==> src/rtl/rx_dma_pkg.sv <==
package rx_dma_pkg;
  typedef enum logic [1:0] {
    MODE_FRAMED  = 2'd0,
    MODE_PERIOD  = 2'd1,
    MODE_TIMEOUT = 2'd2,
    MODE_MATCH   = 2'd3
  } mode_t;

  typedef enum logic [1:0] {
    KIND_DATA  = 2'd0,
    KIND_END   = 2'd1,
    KIND_ABORT = 2'd2
  } kind_t;

  typedef enum logic [1:0] {
    SEL_PTR  = 2'd0,
    SEL_HDR0 = 2'd1,
    SEL_HDR1 = 2'd2
  } sel_t;

  localparam logic [2:0] ADR_CTRL  = 3'd0;
  localparam logic [2:0] ADR_SEG   = 3'd1;
  localparam logic [2:0] ADR_BASE  = 3'd2;
  localparam logic [2:0] ADR_BOUND = 3'd3;
  localparam logic [2:0] ADR_PTR   = 3'd4;
  localparam logic [2:0] ADR_COUNT = 3'd5;
  localparam logic [2:0] ADR_PEND  = 3'd6;

  localparam int NUM_PEND = 3;

  typedef struct packed {
    logic memReq;
    sel_t addrSel;
    logic pop;
    logic stepPtr;
    logic countByte;
    logic reserve;
    logic finishPkt;
  } strobe_t;
endpackage

==> src/rtl/rx_dma_ctrl.sv <==
module rx_dma_ctrl
  import rx_dma_pkg::*;
(
  input  logic    clk,
  input  logic    rstN,
  input  logic    memAck,
  input  logic    fifoEmpty,
  input  kind_t   headKind,
  input  logic    inPkt,
  input  mode_t   mode,
  input  logic    runEn,
  output strobe_t stb
);
  typedef enum logic [1:0] {ST_IDLE, ST_DATA, ST_HCNT, ST_HSTAT} state_t;
  state_t state, nextState;

  always_ff @(posedge clk or negedge rstN) begin
    if (!rstN) state <= ST_IDLE;
    else       state <= nextState;
  end

  always_comb begin
    stb = '0;
    stb.addrSel = SEL_PTR;
    nextState = state;
    unique case (state)
      ST_IDLE: begin
        if (runEn && !fifoEmpty) begin
          if (mode == MODE_FRAMED && !inPkt) begin
            stb.reserve = 1'b1;
          end else if (headKind == KIND_DATA) begin
            nextState = ST_DATA;
          end else if (mode == MODE_FRAMED) begin
            nextState = ST_HCNT;
          end else begin
            stb.pop = 1'b1;
          end
        end
      end
      ST_DATA: begin
        stb.memReq = 1'b1;
        if (memAck) begin
          stb.pop = 1'b1;
          stb.stepPtr = 1'b1;
          stb.countByte = 1'b1;
          nextState = ST_IDLE;
        end
      end
      ST_HCNT: begin
        stb.memReq = 1'b1;
        stb.addrSel = SEL_HDR0;
        if (memAck) nextState = ST_HSTAT;
      end
      ST_HSTAT: begin
        stb.memReq = 1'b1;
        stb.addrSel = SEL_HDR1;
        if (memAck) begin
          stb.pop = 1'b1;
          stb.finishPkt = 1'b1;
          nextState = ST_IDLE;
        end
      end
      default: nextState = ST_IDLE;
    endcase
  end
endmodule

==> src/rtl/rx_dma_dp.sv <==
module rx_dma_dp
  import rx_dma_pkg::*;
#(
  parameter int SEG_W = 8,
  parameter int PTR_W = 16,
  parameter int REG_W = 16,
  parameter int CNT_W = 16,
  parameter int DEPTH = 4,
  localparam int LVL_W = $clog2(DEPTH) + 1,
  localparam int IDX_W = (DEPTH > 1) ? $clog2(DEPTH) : 1
) (
  input  logic                     clk,
  input  logic                     rstN,
  input  logic                     rxValid,
  input  logic [7:0]               rxData,
  input  logic                     rxEnd,
  input  logic                     rxAbort,
  input  logic                     cfgWe,
  input  logic [2:0]               cfgAddr,
  input  logic [REG_W-1:0]         cfgWdata,
  input  strobe_t                  stb,
  output kind_t                    headKind,
  output logic                     fifoEmpty,
  output logic                     inPkt,
  output mode_t                    mode,
  output logic                     runEn,
  output logic [SEG_W+PTR_W-1:0]   memAddr,
  output logic [7:0]               memData,
  output logic                     irq,
  output logic [NUM_PEND-1:0]      pendFlags,
  output logic [PTR_W-1:0]         curPtr,
  output logic [LVL_W-1:0]         fifoLevel
);
  localparam int ENT_W = 10;

  // Receive FIFO: each entry carries a kind tag and the byte
  logic [ENT_W-1:0] fifoMem [DEPTH];
  logic [IDX_W-1:0] wrIdx, rdIdx;
  logic             fifoFull, doPush;
  kind_t            inKind;

  assign fifoFull  = (fifoLevel == LVL_W'(DEPTH));
  assign fifoEmpty = (fifoLevel == '0);
  assign doPush    = rxValid && !fifoFull;
  assign inKind    = rxAbort ? KIND_ABORT : (rxEnd ? KIND_END : KIND_DATA);
  assign headKind  = kind_t'(fifoMem[rdIdx][9:8]);

  always_ff @(posedge clk or negedge rstN) begin
    if (!rstN) begin
      wrIdx <= '0;
      rdIdx <= '0;
      fifoLevel <= '0;
    end else begin
      if (doPush) wrIdx <= (wrIdx == IDX_W'(DEPTH - 1)) ? '0 : wrIdx + 1'b1;
      if (stb.pop) rdIdx <= (rdIdx == IDX_W'(DEPTH - 1)) ? '0 : rdIdx + 1'b1;
      fifoLevel <= fifoLevel + LVL_W'(doPush) - LVL_W'(stb.pop);
    end
  end

  always_ff @(posedge clk) begin
    if (doPush) fifoMem[wrIdx] <= {inKind, rxData};
  end

  // Software registers
  logic [5:0]          ctrlReg;
  logic [SEG_W-1:0]    segReg;
  logic [PTR_W-1:0]    baseReg, boundReg, ptrReg, hdrPtr;
  logic [CNT_W-1:0]    reloadReg, workCnt;
  logic [7:0]          pktCnt;
  logic [NUM_PEND-1:0] pendSet, pendClr;

  assign mode  = mode_t'(ctrlReg[1:0]);
  assign runEn = ctrlReg[2];

  function automatic logic [PTR_W-1:0] advance(input logic [PTR_W-1:0] p,
                                                input logic [PTR_W-1:0] lo,
                                                input logic [PTR_W-1:0] hi);
    return (p == hi) ? lo : p + 1'b1;
  endfunction

  logic regWr;
  assign regWr = cfgWe;

  always_ff @(posedge clk or negedge rstN) begin
    if (!rstN) begin
      ctrlReg   <= '0;
      segReg    <= '0;
      baseReg   <= '0;
      boundReg  <= '0;
      reloadReg <= '0;
    end else if (regWr) begin
      unique case (cfgAddr)
        ADR_CTRL:  ctrlReg   <= cfgWdata[5:0];
        ADR_SEG:   segReg    <= cfgWdata[SEG_W-1:0];
        ADR_BASE:  baseReg   <= cfgWdata[PTR_W-1:0];
        ADR_BOUND: boundReg  <= cfgWdata[PTR_W-1:0];
        ADR_COUNT: reloadReg <= cfgWdata[CNT_W-1:0];
        default: ;
      endcase
    end
  end

  // Pointer, header slot and packet state
  always_ff @(posedge clk or negedge rstN) begin
    if (!rstN) begin
      ptrReg <= '0;
      hdrPtr <= '0;
      inPkt  <= 1'b0;
      pktCnt <= '0;
    end else begin
      if (regWr && cfgAddr == ADR_PTR) begin
        ptrReg <= cfgWdata[PTR_W-1:0];
      end else if (stb.reserve) begin
        ptrReg <= advance(advance(ptrReg, baseReg, boundReg), baseReg, boundReg);
      end else if (stb.stepPtr) begin
        ptrReg <= advance(ptrReg, baseReg, boundReg);
      end
      if (stb.reserve) begin
        hdrPtr <= ptrReg;
        inPkt  <= 1'b1;
        pktCnt <= '0;
      end else begin
        if (stb.countByte) pktCnt <= pktCnt + 1'b1;
        if (stb.finishPkt) inPkt <= 1'b0;
      end
    end
  end

  // Periodic working counter
  logic periodHit;
  assign periodHit = stb.countByte && mode == MODE_PERIOD && workCnt == CNT_W'(1);

  always_ff @(posedge clk or negedge rstN) begin
    if (!rstN) begin
      workCnt <= '0;
    end else if (regWr && cfgAddr == ADR_COUNT) begin
      workCnt <= cfgWdata[CNT_W-1:0];
    end else if (stb.countByte && mode == MODE_PERIOD && workCnt != '0) begin
      workCnt <= periodHit ? reloadReg : workCnt - 1'b1;
    end
  end

  // Pending flags: set wins over a same-cycle clear
  assign pendSet = {rxValid && fifoFull, periodHit, stb.finishPkt};
  assign pendClr = (regWr && cfgAddr == ADR_PEND) ? cfgWdata[NUM_PEND-1:0] : '0;

  always_ff @(posedge clk or negedge rstN) begin
    if (!rstN) pendFlags <= '0;
    else       pendFlags <= (pendFlags & ~pendClr) | pendSet;
  end

  assign irq = |(pendFlags & ctrlReg[5:3]);

  // Memory write address and data
  logic [PTR_W-1:0] lowAddr;
  always_comb begin
    unique case (stb.addrSel)
      SEL_HDR0: begin
        lowAddr = hdrPtr;
        memData = pktCnt;
      end
      SEL_HDR1: begin
        lowAddr = advance(hdrPtr, baseReg, boundReg);
        memData = {7'b0, headKind == KIND_ABORT};
      end
      default: begin
        lowAddr = ptrReg;
        memData = fifoMem[rdIdx][7:0];
      end
    endcase
  end

  assign memAddr = {segReg, lowAddr};
  assign curPtr  = ptrReg;
endmodule

==> src/rtl/rx_dma_channel.sv <==
module rx_dma_channel
  import rx_dma_pkg::*;
#(
  parameter int SEG_W = 8,
  parameter int PTR_W = 16,
  parameter int REG_W = 16,
  parameter int CNT_W = 16,
  parameter int DEPTH = 4,
  localparam int ADDR_W = SEG_W + PTR_W,
  localparam int LVL_W  = $clog2(DEPTH) + 1
) (
  input  logic                clk,
  input  logic                rstN,
  input  logic                rxValid,
  input  logic [7:0]          rxData,
  input  logic                rxEnd,
  input  logic                rxAbort,
  input  logic                cfgWe,
  input  logic [2:0]          cfgAddr,
  input  logic [REG_W-1:0]    cfgWdata,
  input  logic                memAck,
  output logic                memReq,
  output logic [ADDR_W-1:0]   memAddr,
  output logic [7:0]          memData,
  output logic                irq,
  output logic [NUM_PEND-1:0] pendFlags,
  output logic [PTR_W-1:0]    curPtr
);
  strobe_t          stb;
  kind_t            headKind;
  mode_t            mode;
  logic             fifoEmpty, inPkt, runEn;
  logic [LVL_W-1:0] fifoLevel;

  rx_dma_ctrl uCtrl (
    .clk(clk), .rstN(rstN), .memAck(memAck), .fifoEmpty(fifoEmpty),
    .headKind(headKind), .inPkt(inPkt), .mode(mode), .runEn(runEn), .stb(stb)
  );

  rx_dma_dp #(
    .SEG_W(SEG_W), .PTR_W(PTR_W), .REG_W(REG_W), .CNT_W(CNT_W), .DEPTH(DEPTH)
  ) uDp (
    .clk(clk), .rstN(rstN), .rxValid(rxValid), .rxData(rxData), .rxEnd(rxEnd),
    .rxAbort(rxAbort), .cfgWe(cfgWe), .cfgAddr(cfgAddr), .cfgWdata(cfgWdata),
    .stb(stb), .headKind(headKind), .fifoEmpty(fifoEmpty), .inPkt(inPkt),
    .mode(mode), .runEn(runEn), .memAddr(memAddr), .memData(memData), .irq(irq),
    .pendFlags(pendFlags), .curPtr(curPtr), .fifoLevel(fifoLevel)
  );

  assign memReq = stb.memReq;
endmodule

==> config.mk <==
export PLATFORM = sky130hd
export DESIGN_NAME = rx_dma_channel
export DESIGN_NICKNAME = d
export VERILOG_FILES = /design/src/rtl/rx_dma_pkg.sv /design/src/rtl/rx_dma_ctrl.sv /design/src/rtl/rx_dma_dp.sv /design/src/rtl/rx_dma_channel.sv
export SDC_FILE = /design/constraint.sdc
export NUM_CORES = 1
export LEC_CHECK = 0
export CAP_MARGIN = 20
export CELL_PAD_IN_SITES_DETAIL_PLACEMENT = 1
export CELL_PAD_IN_SITES_GLOBAL_PLACEMENT = 2
export CORE_MARGIN = 3
export CORE_UTILIZATION = 37
export DETAILED_ROUTE_END_ITERATION = 10
export DONT_BUFFER_PORTS = 1
export GPL_TIMING_DRIVEN = 1
export PLACE_DENSITY = 0.89
export SYNTH_ARGS = -nofsm -noshare
export SYNTH_HDL_FRONTEND = slang
export SYNTH_SLANG_ARGS = --single-unit
==> constraint.sdc <==
create_clock -name clk -period 3.05 [get_ports clk]
set_input_delay 0.305 -clock clk [delete_from_list [all_inputs] [get_ports clk]]
set_output_delay 0.305 -clock clk [all_outputs]
set_load 0.005 [all_outputs]
# After elaboration in Yosys (flattened, before gate mapping)
# Memories as Yosys holds them, arrays and structs flattened.
# Cells that the tools add are included.
# classes
shifts	0
muxes	43
order_cmp	0
div	0
bitwise	4
addsub	9
n_mul	0
reduce_logical	32
n_eq_ne	25
# ops
cell	n
2-to-1 mux 16 bit	9
adder 16 x 1 -> 16 bit (second input constant)	3
equality test 16 bit	3
case mux 16 bit (2 select lines)	1
2-to-1 mux 2 bit	10
equality test 16 x 1 -> 1 bit (second input constant)	1
2-to-1 mux 8 bit	2
case mux 8 bit (2 select lines)	1
nonzero test 16 bit	1
subtractor 16 x 1 -> 16 bit (second input constant)	1
2-to-1 mux 1 bit	15
equality test 2 bit (second input constant)	6
equality test 3 bit (second input constant)	4
logical AND 1 bit	10
AND reduction 2 bit	5
adder 8 x 1 -> 8 bit (second input constant)	1
AND 3 bit	2
equality test 2 x 1 -> 1 bit (second input constant)	3
equality test 3 x 2 -> 1 bit (second input constant)	2
zero test 2 bit	3
zero test 3 bit	2
2-to-1 mux 3 bit	2
case mux 2 bit (3 select lines)	1
nonzero test 2 bit	3
other kinds (16)	22
# totals
elab_cells	129
mem_bits_ro	0
ramBits	40
memories	1
inputBits	34
latch_bits	0
regBits	131
# mem_list
memory	words	width	read_ports	rd_ports_with_merged_regs	wr	line	text
uDp.fifoMem	4	10	1	0	1	rx_dma_dp.sv:37	logic [ENT_W-1:0] fifoMem [DEPTH];

# Depth between registers and ports, before layout
# Gate-level depths: netlist of the first run.
# depth
ltp_word	7
mapped_depth	14
ltp_nobuf	12

# Modules after synthesis
# Synthesis of the first run repeated with hierarchy kept, for this count alone.
# unflattened
hier_cells	1030
area_unflattened_um2	10173.5
# by_module_without_submodules
mod	cells_per_inst	area_each_um2	n_inst
rx_dma_dp	1008	9987.1	1
rx_dma_ctrl	22	186.4	1

# Least setup slack after synthesis of the first run
# Ideal clock, no wire load.
# synth_path
path_kind	reg2reg
from	register uDp.ptrReg[1] (netlist: uDp.curPtr[1])
to	register uDp.ptrReg[7] (netlist: uDp.curPtr[7])
period_less_slack_ns	3.286
path_stages_with_launch	15
arrival_time_ns	3.168
setup_slack_ns	-0.236
path_buffers	4
required_time_ns	2.932
cell_sequence	dfrtp_1 -> buf_2 -> xor2_1 -> nor4_4 -> nand4_4 -> buf_6 -> mux2i_2 -> xor2_1 -> nand4_1 -> or4_1 -> buf_4 -> buf_2 -> mux2i_1 -> a21oi_1 -> a21o_1
# synth_via
elab_chain_cells	6
elab_cells_between_ends	9
# synth_rtl
item	line	text
from (decl)	rx_dma_dp.sv:67	logic [PTR_W-1:0] baseReg, boundReg, ptrReg, hdrPtr;
from (signal assigned)	rx_dma_dp.sv:112	ptrReg <= cfgWdata[PTR_W-1:0];
from (signal assigned)	rx_dma_dp.sv:114	ptrReg <= advance(advance(ptrReg, baseReg, boundReg), baseReg, boundReg);
from (signal assigned)	rx_dma_dp.sv:116	ptrReg <= advance(ptrReg, baseReg, boundReg);
adder 16 x 1 -> 16 bit or equality test 16 bit (tied branches)	rx_dma_dp.sv:78	return (p == hi) ? lo : p + 1'b1;
2-to-1 mux 16 bit *	rx_dma_dp.sv:78	
adder 16 x 1 -> 16 bit or equality test 16 bit (tied branches)	rx_dma_dp.sv:78	
2-to-1 mux 16 bit	rx_dma_dp.sv:78	
2-to-1 mux 16 bit *	rx_dma_dp.sv:113	end else if (stb.reserve) begin
2-to-1 mux 16 bit *	rx_dma_dp.sv:111	if (regWr && cfgAddr == ADR_PTR) begin
# Mark *: on every way between the ends. The rest lies on a longest branch, timed or not. The select of a mux whose other input is x is not followed.
# A chain may end at the register's enable or synchronous reset.

# Worst setup path in the final report of the first run
# layout_path
from	register uDp.ptrReg[1] (netlist: uDp.curPtr[1])
to	register uDp.ptrReg[13] (netlist: uDp.curPtr[13])
# The elaborated chain is that of the path after synthesis.

==> results_tabular.tex, run 1 <==
\begin{tabular}{lr}
\hline
Metric & Value \\
\hline
\multicolumn{2}{l}{\textbf{Worst setup path}} \\
\quad Reg2reg path depth & 12 \\
\quad Worst path arrival time & $\sim$3.8 ns \\
\quad Critical Setup Path Class & flop to flop \\
\quad Biggest fanout along the worst timing path & 7 \\
\quad Largest stage delay on the critical path & a little over 0.6 ns \\
\quad CP Launch Type & flop \\
\quad Most common cell on crit path & sky130\_fd\_sc\_hd\_\_nand4\_1 \\
\quad Ordered cell list for the critical path & buf\_4 > nand4\_1 > nor4\_1 > xnor2\_1 > mux2i\_4 > xor2\_1 > nand4\_1 > or4\_4 > clkbuf\_16 > mux2i\_1 > a221o\_1 > o311ai\_1 \\
\quad Endpoint type of the worst setup path & flop \\
\quad Worst-path cell with the longest stage delay & sky130\_fd\_sc\_hd\_\_or4\_4 \\
\quad Required time at the endpoint of the critical path & about 3.4 ns \\
\multicolumn{2}{l}{\textbf{Clocking}} \\
\quad CTS buffer count & 17 \\
\quad Clk Tree Root Cell & sky130\_fd\_sc\_hd\_\_clkbuf\_16 \\
\quad Clock latency at the later pin of the worst-skew pair & 0.45 ns \\
\quad Post-CTS clock slew at the launch and capture registers of the worst setup and hold paths & $\sim$0.08 ns \\
\quad Clock tree sinks & between 150 and 200 \\
\quad Max clock buf depth & 2 \\
\quad H-tree Lvls & 4 \\
\quad Clock tree from TritonCTS & yes \\
\multicolumn{2}{l}{\textbf{Power}} \\
\quad Maximum vdd drop & $\sim$430 uV \\
\quad Net Sw Power & $\sim$0.0046 W \\
\quad Leakage power summed over all cells & 5.25 nW \\
\quad Power Dens Cells & 879 nW/um\^{}2 \\
\quad Internal power consumption & between 0.006 and 0.007 W \\
\quad Switching portion of total power & 0.425 \\
\quad Power, Total & approximately 0.011 W \\
\quad Sequential share of power & 0.338 \\
\quad Portion of total power attributed to combinational logic & 0.450 \\
\quad Clk network pwr share & 0.213 \\
\multicolumn{2}{l}{\textbf{Die}} \\
\quad I/O pin count & 87 \\
\quad Die Area & slightly below 30000 um\^{}2 \\
\quad Die Wd & 171 um \\
\quad Die Y-Extent & roughly 170 um \\
\quad Core region area & 26400 um\^{}2 \\
\quad Core Rows & 59 \\
\quad Initial standard-cell utilization of the core & 0.381 \\
\multicolumn{2}{l}{\textbf{Global route}} \\
\quad Via count of the first global-routing pass & approximately 9k \\
\quad Overflow left after global routing & 0 \\
\quad Largest net degree at the start of global routing & 132 \\
\quad Antenna violations before repair & 0 \\
\quad Tot GR Track Use & 0.248 \\
\quad Global-route wire length before repair & between 50000 and 60000 um \\
\multicolumn{2}{l}{\textbf{Finish}} \\
\quad Net count of the finished layout & approximately 1.2k \\
\quad Most common cell after layout, fill and taps aside & sky130\_fd\_sc\_hd\_\_nand2\_1 \\
\quad Final non-filler cell area & roughly 12000 um\^{}2 \\
\quad Number of filler cells placed in the layout & between 2k and 3k \\
\quad Final core utilization & 0.473 \\
\quad ANT cells & 0 \\
\quad Area added between synthesis and finish & 24.2\% \\
\quad Commonest cells after routing, fill and taps aside & sky130\_fd\_sc\_hd\_\_nand2\_1 (153), sky130\_fd\_sc\_hd\_\_dfrtp\_1 (130), sky130\_fd\_sc\_hd\_\_buf\_4 (126) \\
\quad Fraction of layout instances using a drive strength above 1 & 0.246 \\
\multicolumn{2}{l}{\textbf{Routing}} \\
\quad Routed wire length & around 36000 um \\
\quad Avg Vias per Cell & approximately 5.7 \\
\quad Routed WL per cell & roughly 24 um \\
\quad Via count of the routed design & 8738 \\
\quad Starting DRT DRC Count & 545 \\
\quad Antenna-violating nets left & 0 \\
\quad DR pass1 iterations & 7 \\
\quad Number of remaining DRC errors & 0 \\
\multicolumn{2}{l}{\textbf{Timing}} \\
\quad Fmax & 290 MHz \\
\quad Slew headroom & 0.376 \\
\quad Max-slew violation total from the final report & 0 \\
\quad Post-route worst hold slack & -0.443 ns \\
\quad Minimum clock period & $\sim$3.4 ns \\
\quad Final period utilization & 1.13 \\
\quad Transition time of the tightest slew-check pin & between 0.9 and 1 ns \\
\quad Final Worst Setup Slack & -0.396 ns \\
\quad Post-route clock skew & a little under 0.02 ns \\
\quad Unrepaired setup endpoints after global routing & yes \\
\quad Total of endpoints with negative setup slack in the final report & 16 \\
\quad Final Hold Viols & approximately 130 \\
\multicolumn{2}{l}{\textbf{Place}} \\
\quad Routability congestion estimate from global placement & between 0.9 and 1 \\
\quad HPWL after DPL & around 25000 um \\
\quad Area of placed instances & around 11000 um\^{}2 \\
\quad Port Buf Inserts & 0 \\
\quad Pre-CTS worst setup slack & -0.292 ns \\
\multicolumn{2}{l}{\textbf{Synth}} \\
\quad Total of flip-flops plus latches after synthesis & roughly 170 \\
\quad Syn. warnings & 0 \\
\quad Net count after synthesis & approximately 1.1k \\
\quad Number of flops mapped to enable cells by yosys & 40 \\
\quad Fraction of registers with async set or reset after synthesis & 0.766 \\
\quad Post-Syn Instances & between 1k and 1.5k \\
\quad Number of different library cells in the post-synthesis netlist & 69 \\
\quad Dominant register cell in the synthesized netlist & sky130\_fd\_sc\_hd\_\_dfrtp\_1 \\
\quad Avg Cell Area, Syn & between 9 and 10 um\^{}2 \\
\quad Synthesized cell area & around 10000 um\^{}2 \\
\quad Sequential share of the synthesized area & 0.447 \\
\multicolumn{2}{l}{\textbf{Flow run}} \\
\quad Number of max-capacitance violations reported & 0 \\
\multicolumn{2}{l}{\textbf{Outcome}} \\
\quad Result of the run & finished with violations \\
\quad Violations in the final reports & negative hold slack, negative setup slack \\
\multicolumn{2}{l}{\textbf{Hold path}} \\
\quad Worst min path class & input pin to async pin \\
\hline
\end{tabular}
==> routing by layer <==
| layer | part of all wire | wire length, um | up-vias | track usage |
|---|---|---|---|---|
| met3 | 0.053 | 1910 | 64 | 0.0478 |
| met1 | 0.42 | 15300 | 4458 | 0.319 |
| met4 | 0.029 | 1050 | 0 | 0.0713 |
| met5 | 0 | 0 | - | 0 |
| met2 | 0.49 | 17800 | 225 | 0.426 |
| li1 | - | - | 3991 | - |
==> sequential cells by signal, indices dropped and copies added, names as in the netlist <==
signal	flops
uDp.workCnt	16
uDp.wrIdx	2
uDp.reloadReg	16
uDp.segReg	8
uDp.inPkt	1
uDp.pendFlags	3
uDp.ctrlReg	6
uDp.boundReg	16
uDp.hdrPtr	16
uDp.fifoMem	40
uCtrl.state	2
uDp.rdIdx	2
uDp.pktCnt	8
uDp.baseReg	16
uDp.curPtr	16
uDp.fifoLevel	3
==> final timing paths <==
path | startpoint | to | slack, ns
worst max-delay path | uDp.curPtr[1] | uDp.curPtr[13] | -0.40
worst max register to register | uDp.curPtr[1] | uDp.curPtr[13] | -0.40
worst min-delay path | rstN | uDp.reloadReg[13] | -0.44
worst min register to register | uDp.reloadReg[8] | uDp.reloadReg[8] | 0.48
min in group clk | cfgWdata[4] | uDp.segReg[4] | 0.01
max in group asynchronous | rstN | uDp.hdrPtr[8] | 3.29
==> per-stage QoR <==
step                setup TNS [ns]  std cells
floorplan                    -1.24       1056
detailed placement           -3.57       1448
global route                 -8.18       1523
global placement             -3.31       1448
finish                       -5.23       1523
CTS                          -4.21       1514
==> logic make-up after synthesis <==
| family | count (synthesis) | synth area share |
|---|---|---|
| multiplexers | 91 | 0.114 |
| adder cells (fa/ha/maj) | 14 | 0.0182 |
| buffers and inverters | 100 | 0.0395 |
| AND/OR/NAND/NOR | 390 | 0.188 |
| XOR/XNOR | 79 | 0.0690 |
| AO/OA/AOI/OAI | 211 | 0.125 |
| flip-flops | 171 | 0.447 |
==> synth_stat cells, drive strengths merged (12+ instances only) <==
| cell | count | area share |
|---|---|---|
| nand4 | 20 | 0.014 |
| dfrtp | 131 | 0.33 |
| nor4 | 17 | 0.014 |
| nor2 | 78 | 0.029 |
| ha | 13 | 0.016 |
| nand2 | 154 | 0.058 |
| nand3 | 31 | 0.015 |
| mux2 | 58 | 0.065 |
| buf | 16 | 0.0081 |
| o22ai | 14 | 0.0087 |
| inv | 33 | 0.012 |
| clkbuf | 51 | 0.019 |
| a21oi | 74 | 0.037 |
| xor2 | 59 | 0.052 |
| xnor2 | 20 | 0.017 |
| and3 | 12 | 0.0075 |
| nor3 | 18 | 0.0090 |
| o21ai | 66 | 0.033 |
| mux2i | 23 | 0.026 |
| or3 | 12 | 0.0075 |
| edfxtp | 40 | 0.12 |
==> power by group through the flow <==
stage | Sequential, W | Combinational [W] | Clock [W]
2_1_floorplan | 0.00348 | 0.00291 | 0
3_3_place_gp | 0.00364 | 0.00448 | 0
3_5_place_dp | 0.00371 | 0.00460 | 0
4_1_cts | 0.00367 | 0.00474 | 0.00237
5_1_grt | 0.00378 | 0.00538 | 0.00245
6_report | 0.00369 | 0.00492 | 0.00233
==> repair_timing <==
| item | CTS | global route |
|---|---|---|
| endpoints found under the hold margin | 226 | 132 |
| setup buffers | 5 | 8 |
| resized for setup | 10 | 38 |
| hold buffers | 28 | 1 |
| cloned | 1 | 1 |
| endpoints found under the setup margin | 27 | 24 |
| pin swaps | 9 | 22 |
==> area by class of cell <==
class | count | area [um^2] | share of cell area
Multi-Input combinational cell | 785 | 5390 | 0.433
Tap cell | 335 | 419 | 0.0337
Timing Repair Buffer | 167 | 1420 | 0.114
Clock inverter | 15 | 201 | 0.0162
Clock buffer | 17 | 425 | 0.0342
Inverter | 33 | 124 | 0.00994
Sequential cell | 171 | 4480 | 0.360
==> critical path: cells and delay by family, from the launching register on <==
family          cells  cell delay, ns
simple gates        4            1.46
flops               1            0.46
compound gates      2            0.42
buf+inv             2            0.38
xor+xnor            2            0.33
mux                 2            0.28
Power figures use the tool's default switching activity.
==> run 2, diff against run 1 <==
ABC_AREA = 1   (was not set)
CORE_UTILIZATION = 32   (was 37)
PLACE_DENSITY = 0.85   (was 0.89)
==> run 2 against run 1 <==
- the run ends with negative hold slack left
- worst setup slack gained 0.57 ns
- power decreased by 4.5%
- global-route usage is 3.6 points lower
- synthesized area up 2.1%
- core utilization shrank 8.9 points
- combinational power down 7.7%
- count of clock-buffer cells in the layout stayed put
- largest cell class unchanged
- largest power group unchanged
==> results_tabular.tex, run 2 <==
\begin{tabular}{lr}
\hline
Metric & Value \\
\hline
\multicolumn{2}{l}{\textbf{Outcome}} \\
\quad Result of the run & finished with violations \\
\quad Violations in the final reports & negative hold slack \\
\multicolumn{2}{l}{\textbf{Synth}} \\
\quad Synthesized cell area & 10200 um\^{}2 (+2.1\%) \\
\quad Post-Synth Simple-Gate Area & 0.285 (+0.0969) \\
\quad Syn. warnings & 0 (unchanged) \\
\quad Mux cell area share after synthesis & 0 (-0.114) \\
\quad Most frequent cell after synthesis & sky130\_fd\_sc\_hd\_\_nand2\_1 \\
\quad Cell type with the highest aggregate area in the netlist & sky130\_fd\_sc\_hd\_\_dfrtp\_1 \\
\quad Post-synth top cells & sky130\_fd\_sc\_hd\_\_nand2\_1 (452), sky130\_fd\_sc\_hd\_\_inv\_1 (157), sky130\_fd\_sc\_hd\_\_dfrtp\_1 (131), sky130\_fd\_sc\_hd\_\_o21ai\_0 (127), sky130\_fd\_sc\_hd\_\_nand3\_1 (102) \\
\quad Area share of the largest cell type after synthesis & 0.320 (-0.00679) \\
\quad Share of the synthesized netlist area taken by xor and xnor gates & 0.0299 (-0.0391) \\
\quad Post-Syn Instances & 1395 (+32\%) \\
\quad Dominant register cell in the synthesized netlist & sky130\_fd\_sc\_hd\_\_dfrtp\_1 \\
\quad Largest cells by area after synthesis & sky130\_fd\_sc\_hd\_\_dfrtp\_1 (32\%), sky130\_fd\_sc\_hd\_\_nand2\_1 (17\%), sky130\_fd\_sc\_hd\_\_edfxtp\_1 (12\%) \\
\quad Sequential share of the synthesized area & 0.437 (-0.00927) \\
\quad Number of flops mapped to enable cells by yosys & 40 (unchanged) \\
\quad Number of different library cells in the post-synthesis netlist & 42 (-39\%) \\
\quad Adder-cell share of the synthesized area & 0.0178 (-0.000378) \\
\quad Total of flip-flops plus latches after synthesis & 171 (unchanged) \\
\quad Compound-cell area share of the yosys netlist & 0.142 (+0.0177) \\
\quad Avg Cell Area, Syn & 7.34 um\^{}2 (-23\%) \\
\quad Net count after synthesis & 1443 (+31\%) \\
\quad Main combinational cell family by area after synthesis & simple AND/OR/NAND/NOR gates \\
\quad Fraction of registers with async set or reset after synthesis & 0.766 (unchanged) \\
\multicolumn{2}{l}{\textbf{Global route}} \\
\quad Met3 global-route usage & 0.0440 (-0.00384) \\
\quad Most Crowded Layer GR & met2 \\
\quad Met2 Usage GRT & 0.336 (-0.0904) \\
\quad Overflow left after global routing & 0 (unchanged) \\
\quad Tot GR Track Use & 0.212 (-0.0357) \\
\quad Antenna violations before repair & 1 (+1) \\
\quad Met1 demand-to-capacity share in global routing & 0.300 (-0.0190) \\
\quad Largest net degree at the start of global routing & 132 (unchanged) \\
\quad Via count of the first global-routing pass & 10.0k (+9.5\%) \\
\quad Global-route wire length before repair & 56400 um (+1.4\%) \\
\multicolumn{2}{l}{\textbf{Timing}} \\
\quad Fmax & 348 MHz (+20\%) \\
\quad Post-route worst hold slack & -0.445 ns (-0.00238 ns) \\
\quad Slew headroom & 0.307 (-0.0694) \\
\quad Final period utilization & 0.943 (-0.186) \\
\quad Final Hold Viols & 131 (unchanged) \\
\quad Minimum clock period & 2.88 ns (-0.569 ns) \\
\quad Post-route clock skew & 0.00995 ns (-0.00954 ns) \\
\quad Max-slew violation total from the final report & 0 (unchanged) \\
\quad Transition time of the tightest slew-check pin & 1.04 ns (+0.107 ns) \\
\quad Total of endpoints with negative setup slack in the final report & 0 (-16) \\
\quad Unrepaired setup endpoints after global routing & yes \\
\multicolumn{2}{l}{\textbf{Routing}} \\
\quad Routed WL per cell & 19.4 um (-18\%) \\
\quad Number of remaining DRC errors & 0 (unchanged) \\
\quad Routed wire length & 36000 um (-0.27\%) \\
\quad Avg Vias per Cell & 5.25 (-8.5\%) \\
\quad DR pass1 iterations & 5 (-2) \\
\quad Antenna-violating nets left & 0 (unchanged) \\
\quad Starting DRT DRC Count & 717 (+32\%) \\
\quad Via count of the routed design & 9735 (+11\%) \\
\multicolumn{2}{l}{\textbf{Die}} \\
\quad Die Y-Extent & 185 um (+8.4\%) \\
\quad Initial standard-cell utilization of the core & 0.330 (-0.0509) \\
\quad Core region area & 31100 um\^{}2 (+18\%) \\
\quad Core Rows & 64 (+8.5\%) \\
\quad Die Area & 34200 um\^{}2 (+17\%) \\
\quad I/O pin count & 87 (unchanged) \\
\quad Die Wd & 185 um (+8.4\%) \\
\multicolumn{2}{l}{\textbf{Finish}} \\
\quad Most common cell after layout, fill and taps aside & sky130\_fd\_sc\_hd\_\_nand2\_1 \\
\quad Net count of the finished layout & 1494 (+22\%) \\
\quad Final core utilization & 0.384 (-0.0887) \\
\quad Largest Register & uDp.fifoMem \\
\quad Final non-filler cell area & 11900 um\^{}2 (-4.2\%) \\
\quad Fraction of layout instances using a drive strength above 1 & 0.113 (-0.133) \\
\quad Area added between synthesis and finish & 16.5\% \\
\quad ANT cells & 0 (unchanged) \\
\quad Commonest cells after routing, fill and taps aside & sky130\_fd\_sc\_hd\_\_nand2\_1 (446), sky130\_fd\_sc\_hd\_\_inv\_1 (155), sky130\_fd\_sc\_hd\_\_o21ai\_0 (127) \\
\quad Largest register FFs & 40 (unchanged) \\
\multicolumn{2}{l}{\textbf{Flow run}} \\
\quad Number of max-capacitance violations reported & 0 (unchanged) \\
\multicolumn{2}{l}{\textbf{Place}} \\
\quad Routability congestion estimate from global placement & 0.883 (-4.8\%) \\
\quad Area of placed instances & 11000 um\^{}2 (-2.3\%) \\
\quad HPWL after DPL & 26700 um (+6.6\%) \\
\quad Port Buf Inserts & 0 (unchanged) \\
\multicolumn{2}{l}{\textbf{Hold path}} \\
\quad Worst min path class & input pin to async pin \\
\multicolumn{2}{l}{\textbf{Worst setup path}} \\
\quad Ordered cell list for the critical path & ha\_1 > nand3\_2 > nor3\_4 > buf\_4 > nand3\_1 > nand2\_1 > nand2\_2 > nand2\_2 > nand2\_1 > nand2\_1 > nor2\_1 > nand2\_1 > nor2\_4 > buf\_12 > nand2\_8 > nand2\_1 > nand3\_1 > nand2\_1 > nand2\_1 > nand2\_1 \\
\quad Required time at the endpoint of the critical path & 3.39 ns (about the same) \\
\quad Largest stage delay on the critical path & 0.47 ns (-0.14 ns) \\
\quad CP Launch Type & flop \\
\quad Worst-path cell with the longest stage delay & sky130\_fd\_sc\_hd\_\_dfrtp\_2 \\
\quad Crit path buf inv count & 2 (unchanged) \\
\quad Endpoint type of the worst setup path & flop \\
\quad Critical Setup Path Class & flop to flop \\
\quad Biggest fanout along the worst timing path & 22 (+15) \\
\quad Family with the most delay on the worst path & simple AND/OR/NAND/NOR gates \\
\quad Worst path arrival time & 3.22 ns (-0.56 ns) \\
\quad Most common cell on crit path & sky130\_fd\_sc\_hd\_\_nand2\_1 \\
\multicolumn{2}{l}{\textbf{Clocking}} \\
\quad Max clock buf depth & 2 (unchanged) \\
\quad H-tree Lvls & 4 (unchanged) \\
\quad Clk Tree Root Cell & sky130\_fd\_sc\_hd\_\_clkbuf\_16 \\
\quad Clock latency at the later pin of the worst-skew pair & 0.45 ns (about the same) \\
\quad CTS buffer count & 17 (unchanged) \\
\quad Post-CTS clock slew at the launch and capture registers of the worst setup and hold paths & 0.07 ns (about the same) \\
\quad Clock tree from TritonCTS & yes \\
\quad Clock tree sinks & 171 (unchanged) \\
\quad Hold Buf Count CTS & 19 (-32\%) \\
\multicolumn{2}{l}{\textbf{Power}} \\
\quad Maximum vdd drop & 467 uV (+8.3\%) \\
\quad Leakage power summed over all cells & 5.67 nW (+7.9\%) \\
\quad Power Dens Cells & 876 nW/um\^{}2 (-0.28\%) \\
\hline
\end{tabular}
-- run 2: cell types whose count changed in the layout (fill, tap and decap cells not counted), moves of 13 or more --
cell / change
sky130_fd_sc_hd__nand2_1: +293
sky130_fd_sc_hd__inv_1: +122
sky130_fd_sc_hd__nand3_1: +70
sky130_fd_sc_hd__buf_4: -67
sky130_fd_sc_hd__o21ai_0: +67
sky130_fd_sc_hd__mux2_2: -58
sky130_fd_sc_hd__xor2_1: -35
sky130_fd_sc_hd__a21oi_1: -28
sky130_fd_sc_hd__o221ai_1: +23
sky130_fd_sc_hd__nand2_2: +20
sky130_fd_sc_hd__inv_2: +19
sky130_fd_sc_hd__o211ai_1: +16
sky130_fd_sc_hd__nor2_1: +13
-- run 2: metrics by stage --
stage	setup slack (ns)	setup TNS [ns]	total power, W	std cells
3_3_place_gp	-0.0667	-0.552	0.00794	1796
3_5_place_dp	-0.0726	-0.780	0.00811	1796
6_report	0.173	0	0.0105	1855
2_1_floorplan	0.423	0	0.00646	1395
4_1_cts	0.0240	0	0.0104	1847
5_1_grt	-0.0436	-0.156	0.0113	1855
-- run 2: path summary, 6_finish.rpt --
kind / from / endpoint / slack [ns] / cells after the start
max: uDp.curPtr[0] / uDp.curPtr[9] / 0.17 / 20
min in group clk: cfgWdata[4] / uDp.reloadReg[4] / 0.01 / 2
min: rstN / uDp.reloadReg[11] / -0.45 / 0
max reg2reg: uDp.curPtr[0] / uDp.curPtr[9] / 0.17 / 20
max in group asynchronous: rstN / uDp.boundReg[2] / 3.33 / 0
min reg2reg: uDp.reloadReg[4] / uDp.reloadReg[4] / 0.48 / 2
-- run 2: kinds of logic (layout without fill, tap and decap cells) --
| kind of cell | after synthesis | in the layout |
|---|---|---|
| DFF | 171 | 171 |
| buffers and inverters | 228 | 292 |
| and+or+nand+nor | 702 | 702 |
| adders and majority gates | 14 | 14 |
| xor gates and xnor gates | 35 | 35 |
| AOI/OAI and AO/OA | 245 | 245 |
-- run 2: worst register-to-register path, stage by stage, from the launching register on --
cell and delay (ns):
sky130_fd_sc_hd__dfrtp_2 0.47, sky130_fd_sc_hd__ha_1 0.24, sky130_fd_sc_hd__nand3_2 0.17, sky130_fd_sc_hd__nor3_4 0.34, sky130_fd_sc_hd__buf_4 0.19, sky130_fd_sc_hd__nand3_1 0.07, sky130_fd_sc_hd__nand2_1 0.09, sky130_fd_sc_hd__nand2_2 0.08
sky130_fd_sc_hd__nand2_2 0.15, sky130_fd_sc_hd__nand2_1 0.07, sky130_fd_sc_hd__nand2_1 0.06, sky130_fd_sc_hd__nor2_1 0.04, sky130_fd_sc_hd__nand2_1 0.10, sky130_fd_sc_hd__nor2_4 0.07, sky130_fd_sc_hd__buf_12 0.13, sky130_fd_sc_hd__nand2_8 0.15
sky130_fd_sc_hd__nand2_1 0.08, sky130_fd_sc_hd__nand3_1 0.07, sky130_fd_sc_hd__nand2_1 0.06, sky130_fd_sc_hd__nand2_1 0.08, sky130_fd_sc_hd__nand2_1 0.06
-- run 2: layer usage --
layer / up-vias / part of all wire
met5: - / 0.00036
met4: 2 / 0.014
met3: 39 / 0.054
met2: 196 / 0.46
met1: 4829 / 0.48
li1: 4669 / -
-- run 2: where the power goes --
group	switching (W)	internal, W	total, W
registers	0.000691	0.00299	0.00368
logic	0.00293	0.00161	0.00454
clock network	0.00112	0.00111	0.00222
total	0.00474	0.00571	0.0105
-- run 2: cell type report --
cell class                 count  area, um^2
clock buffer                  17         425
clock inverter                15         178
fill                        3864       19100
inverter                     176         664
multi-input combinational    996        4970
sequential                   171        4490
tap                          396         495
timing repair buffer          84         706
-- run 2: timing repair --
action | CTS | global route
gates cloned | 0 | 2
setup endpoints to repair | 18 | 28
pin swaps | 0 | 5
setup buffers | 0 | 5
hold endpoints to repair | 178 | 131
gates resized for setup | 5 | 32
==> run 3, diff against run 2 <==
--- a/config.mk
+++ b/config.mk
@@ -10,5 +10,5 @@
 export CELL_PAD_IN_SITES_DETAIL_PLACEMENT = 1
 export CELL_PAD_IN_SITES_GLOBAL_PLACEMENT = 2
-export CORE_MARGIN = 3
+export CORE_MARGIN = 2
 export CORE_UTILIZATION = 32
 export DETAILED_ROUTE_END_ITERATION = 10
==> constraint.sdc (replaced) <==
create_clock -name clk -period 3.05 [get_ports clk]
set_input_delay 0.305 -clock clk [delete_from_list [all_inputs] [get_ports clk]]
set_output_delay 0.305 -clock clk [all_outputs]
set_load 0.02 [all_outputs]
==> run 3 against run 2 <==
- the run still ends with negative hold slack left
- sequential cell count stayed put
- design area increased by 2.0%
- register-to-register slack better by 0.07 ns
- hold slack got worse by 0.026 ns
- largest power group unchanged
- routed wire length is 1.0% lower
- clock skew is 0.0029 ns higher
- die area decreased by 2.2%
- via count up 1.1%
- power up 6.0%
- critical path type is now flop to primary output
==> results_tabular.tex, run 3 (synthesis gave the netlist of run 2 again) <==
\begin{tabular}{lr}
\hline
Metric & Value \\
\hline
\multicolumn{2}{l}{\textbf{Global route}} \\
\quad Tot GR Track Use & 0.217 (+0.00450) \\
\quad Via count of the first global-routing pass & 10.2k (+2.1\%) \\
\quad Global-route wire length before repair & 56500 um (+0.17\%) \\
\quad Antenna violations before repair & 1 (unchanged) \\
\quad Largest net degree at the start of global routing & 132 (unchanged) \\
\quad Overflow left after global routing & 0 (unchanged) \\
\multicolumn{2}{l}{\textbf{Timing}} \\
\quad Minimum clock period & 2.88 ns (+0.000539 ns) \\
\quad Total of endpoints with negative setup slack in the final report & 0 (unchanged) \\
\quad Max-slew violation total from the final report & 0 (unchanged) \\
\quad Unrepaired setup endpoints after global routing & yes \\
\quad Slew headroom & 0.306 (-0.00134) \\
\quad Final period utilization & 0.944 (about the same) \\
\quad Transition time of the tightest slew-check pin & 1.04 ns (+0.00200 ns) \\
\quad Final Worst Setup Slack & 0.172 ns (-0.000539 ns) \\
\quad Final Hold Viols & 131 (unchanged) \\
\quad Post-route clock skew & 0.0128 ns (+0.00289 ns) \\
\quad Post-route worst hold slack & -0.471 ns (-0.0260 ns) \\
\quad Fmax & 347 MHz (about the same) \\
\multicolumn{2}{l}{\textbf{Die}} \\
\quad Core region area & 31600 um\^{}2 (+1.6\%) \\
\quad Die Wd & 183 um (-1.1\%) \\
\quad Initial standard-cell utilization of the core & 0.325 (-0.00507) \\
\quad Core Rows & 65 (+1.6\%) \\
\quad Die Area & 33500 um\^{}2 (-2.2\%) \\
\quad I/O pin count & 87 (unchanged) \\
\quad Die Y-Extent & 183 um (-1.1\%) \\
\multicolumn{2}{l}{\textbf{Worst setup path}} \\
\quad CP Launch Type & flop \\
\quad Endpoint type of the worst setup path & primary output \\
\quad Timing startpoint of the critical path & uDp.hdrPtr[1] \\
\quad Worst path arrival time & 2.57 ns (-0.65 ns) \\
\quad Critical Setup Path Class & flop to primary output \\
\quad Biggest fanout along the worst timing path & 5 (-77\%) \\
\quad Required time at the endpoint of the critical path & 2.74 ns (-0.65 ns) \\
\quad Crit Reg-Reg Startpoint & uDp.curPtr[0] \\
\multicolumn{2}{l}{\textbf{Clocking}} \\
\quad H-tree Lvls & 4 (unchanged) \\
\quad Post-CTS clock slew at the launch and capture registers of the worst setup and hold paths & 0.08 ns (about the same) \\
\quad CTS buffer count & 17 (unchanged) \\
\quad Clock latency at the later pin of the worst-skew pair & 0.47 ns (+0.02 ns) \\
\quad Clk Tree Root Cell & sky130\_fd\_sc\_hd\_\_clkbuf\_16 \\
\quad Hold Buf Count CTS & 23 (+4) \\
\quad Max clock buf depth & 2 (unchanged) \\
\quad Clock tree sinks & 171 (unchanged) \\
\quad Clock tree from TritonCTS & yes \\
\multicolumn{2}{l}{\textbf{Finish}} \\
\quad Largest Register & uDp.fifoMem \\
\quad Final non-filler cell area & 12200 um\^{}2 (+2.0\%) \\
\quad Largest register FFs & 40 (unchanged) \\
\quad ANT cells & 0 (unchanged) \\
\quad Fraction of layout instances using a drive strength above 1 & 0.130 (+0.0172) \\
\quad Commonest cells after routing, fill and taps aside & sky130\_fd\_sc\_hd\_\_nand2\_1 (448), sky130\_fd\_sc\_hd\_\_inv\_1 (153), sky130\_fd\_sc\_hd\_\_o21ai\_0 (127) \\
\quad Net count of the finished layout & 1524 (+2.0\%) \\
\quad Area added between synthesis and finish & 18.8\% \\
\quad Final core utilization & 0.386 (+0.00167) \\
\quad Most common cell after layout, fill and taps aside & sky130\_fd\_sc\_hd\_\_nand2\_1 \\
\quad Fin cells & 1891 (+1.9\%) \\
\multicolumn{2}{l}{\textbf{Power}} \\
\quad Switching portion of total power & 0.465 (+0.0111) \\
\quad Portion of total power attributed to combinational logic & 0.464 (+0.029) \\
\quad Internal power consumption & 0.00593 W (+3.8\%) \\
\quad Power Dens Cells & 910 nW/um\^{}2 (+3.9\%) \\
\quad Net Sw Power & 0.00515 W (+8.6\%) \\
\quad Maximum vdd drop & 435 uV (-6.9\%) \\
\quad Sequential share of power & 0.337 (-0.015) \\
\quad Leakage power summed over all cells & 5.85 nW (+3.2\%) \\
\quad Clk network pwr share & 0.199 (-0.014) \\
\quad Power, Total & 0.0111 W (+6.0\%) \\
\multicolumn{2}{l}{\textbf{Place}} \\
\quad Area of placed instances & 11200 um\^{}2 (+1.8\%) \\
\quad HPWL after DPL & 26200 um (-2.0\%) \\
\quad Pre-CTS worst setup slack & 0.131 ns (+0.203 ns) \\
\quad Routability congestion estimate from global placement & 0.869 (-1.6\%) \\
\quad Post-Place Cells & 1829 (+1.8\%) \\
\quad Port Buf Inserts & 0 (unchanged) \\
\multicolumn{2}{l}{\textbf{Routing}} \\
\quad Routed wire length & 35600 um (-1.0\%) \\
\quad Via count of the routed design & 9840 (+1.1\%) \\
\quad Number of remaining DRC errors & 0 (unchanged) \\
\quad DR pass1 iterations & 5 (unchanged) \\
\quad Starting DRT DRC Count & 698 (-2.6\%) \\
\quad Avg Vias per Cell & 5.20 (-0.85\%) \\
\quad Antenna-violating nets left & 0 (unchanged) \\
\quad Routed WL per cell & 18.8 um (-2.9\%) \\
\multicolumn{2}{l}{\textbf{Flow run}} \\
\quad Number of max-capacitance violations reported & 0 (unchanged) \\
\multicolumn{2}{l}{\textbf{Outcome}} \\
\quad Result of the run & finished with violations \\
\quad Violations in the final reports & negative hold slack \\
\multicolumn{2}{l}{\textbf{Hold path}} \\
\quad Worst min path class & input pin to async pin \\
\hline
\end{tabular}
==> run 3: cell types whose count changed in the layout (fill, tap and decap cells not counted), moves of 3 or more <==
cell / change
sky130_fd_sc_hd__buf_4: +30
sky130_fd_sc_hd__dlygate4sd3_1: +4
sky130_fd_sc_hd__inv_2: +3
sky130_fd_sc_hd__nand2_2: -3
==> run 3: what timing repair did <==
item | in CTS | in global routing
setup buffers | 1 | 5
gates resized for setup | 6 | 35
pin swaps | 1 | 8
hold endpoints to repair | 191 | 131
setup endpoints to repair | 6 | 29
==> run 3: per-layer routing <==
| layer | part of all wire | track usage | vias up | wire length, um |
|---|---|---|---|---|
| met3 | 0.050 | 0.0411 | 45 | 1790 |
| met4 | 0.015 | 0.0614 | 2 | 551 |
| met1 | 0.48 | 0.299 | 4848 | 17000 |
| met5 | 0.00037 | 0 | - | 13 |
| li1 | - | - | 4740 | - |
| met2 | 0.46 | 0.348 | 205 | 16200 |
==> run 3: layout make-up <==
cell class	instances	area, um^2
fill	3915	19400
multi-input combinational	996	4990
sequential	171	4490
timing repair buffer	114	937
inverter	176	661
tap	402	503
clock buffer	17	425
clock inverter	15	156
==> run 3: critical path: stages (launching register included) <==
cell                       delay (ns)
sky130_fd_sc_hd__dfrtp_1         0.41
sky130_fd_sc_hd__inv_1           0.10
sky130_fd_sc_hd__nor3_2          0.12
sky130_fd_sc_hd__inv_1           0.08
sky130_fd_sc_hd__nor2_2          0.15
sky130_fd_sc_hd__nand2_2         0.10
sky130_fd_sc_hd__nor2_4          0.15
sky130_fd_sc_hd__nand2_4         0.09
sky130_fd_sc_hd__nor3_4          0.14
sky130_fd_sc_hd__nand4_1         0.16
sky130_fd_sc_hd__xor2_1          0.16
sky130_fd_sc_hd__nand2_1         0.07
sky130_fd_sc_hd__o211ai_1        0.09
sky130_fd_sc_hd__o211ai_1        0.28
==> run 3: power by group through the flow <==
stage / logic (W) / registers (W) / clock network, W
final: 0.00514 / 0.00373 / 0.00220
after floorplan: 0.00326 / 0.00359 / 0
after global routing: 0.00574 / 0.00382 / 0.00234
after global placement: 0.00485 / 0.00372 / 0
after detailed placement: 0.00499 / 0.00375 / 0
after CTS: 0.00509 / 0.00370 / 0.00225
==> run 3: worst paths after layout <==
path                                      to  slack [ns]  depth (start not counted)
max                              memAddr[15]        0.17                         13
min                            uDp.hdrPtr[4]       -0.47                          0
max reg2reg                    uDp.curPtr[0]        0.24                         17
min reg2reg                 uDp.reloadReg[3]        0.48                          2
max in group asynchronous   uDp.pendFlags[1]        3.31                          0
min in group clk           uDp.reloadReg[12]        0.03                          2
==> run 3: stage by stage <==
step           TNS (ns)  hold WS (ns)
2_1_floorplan         0       0.00941
3_3_place_gp          0        0.0126
3_5_place_dp          0        0.0129
4_1_cts         -0.0115        -0.487
5_1_grt          -0.121        -0.481
6_report              0        -0.471
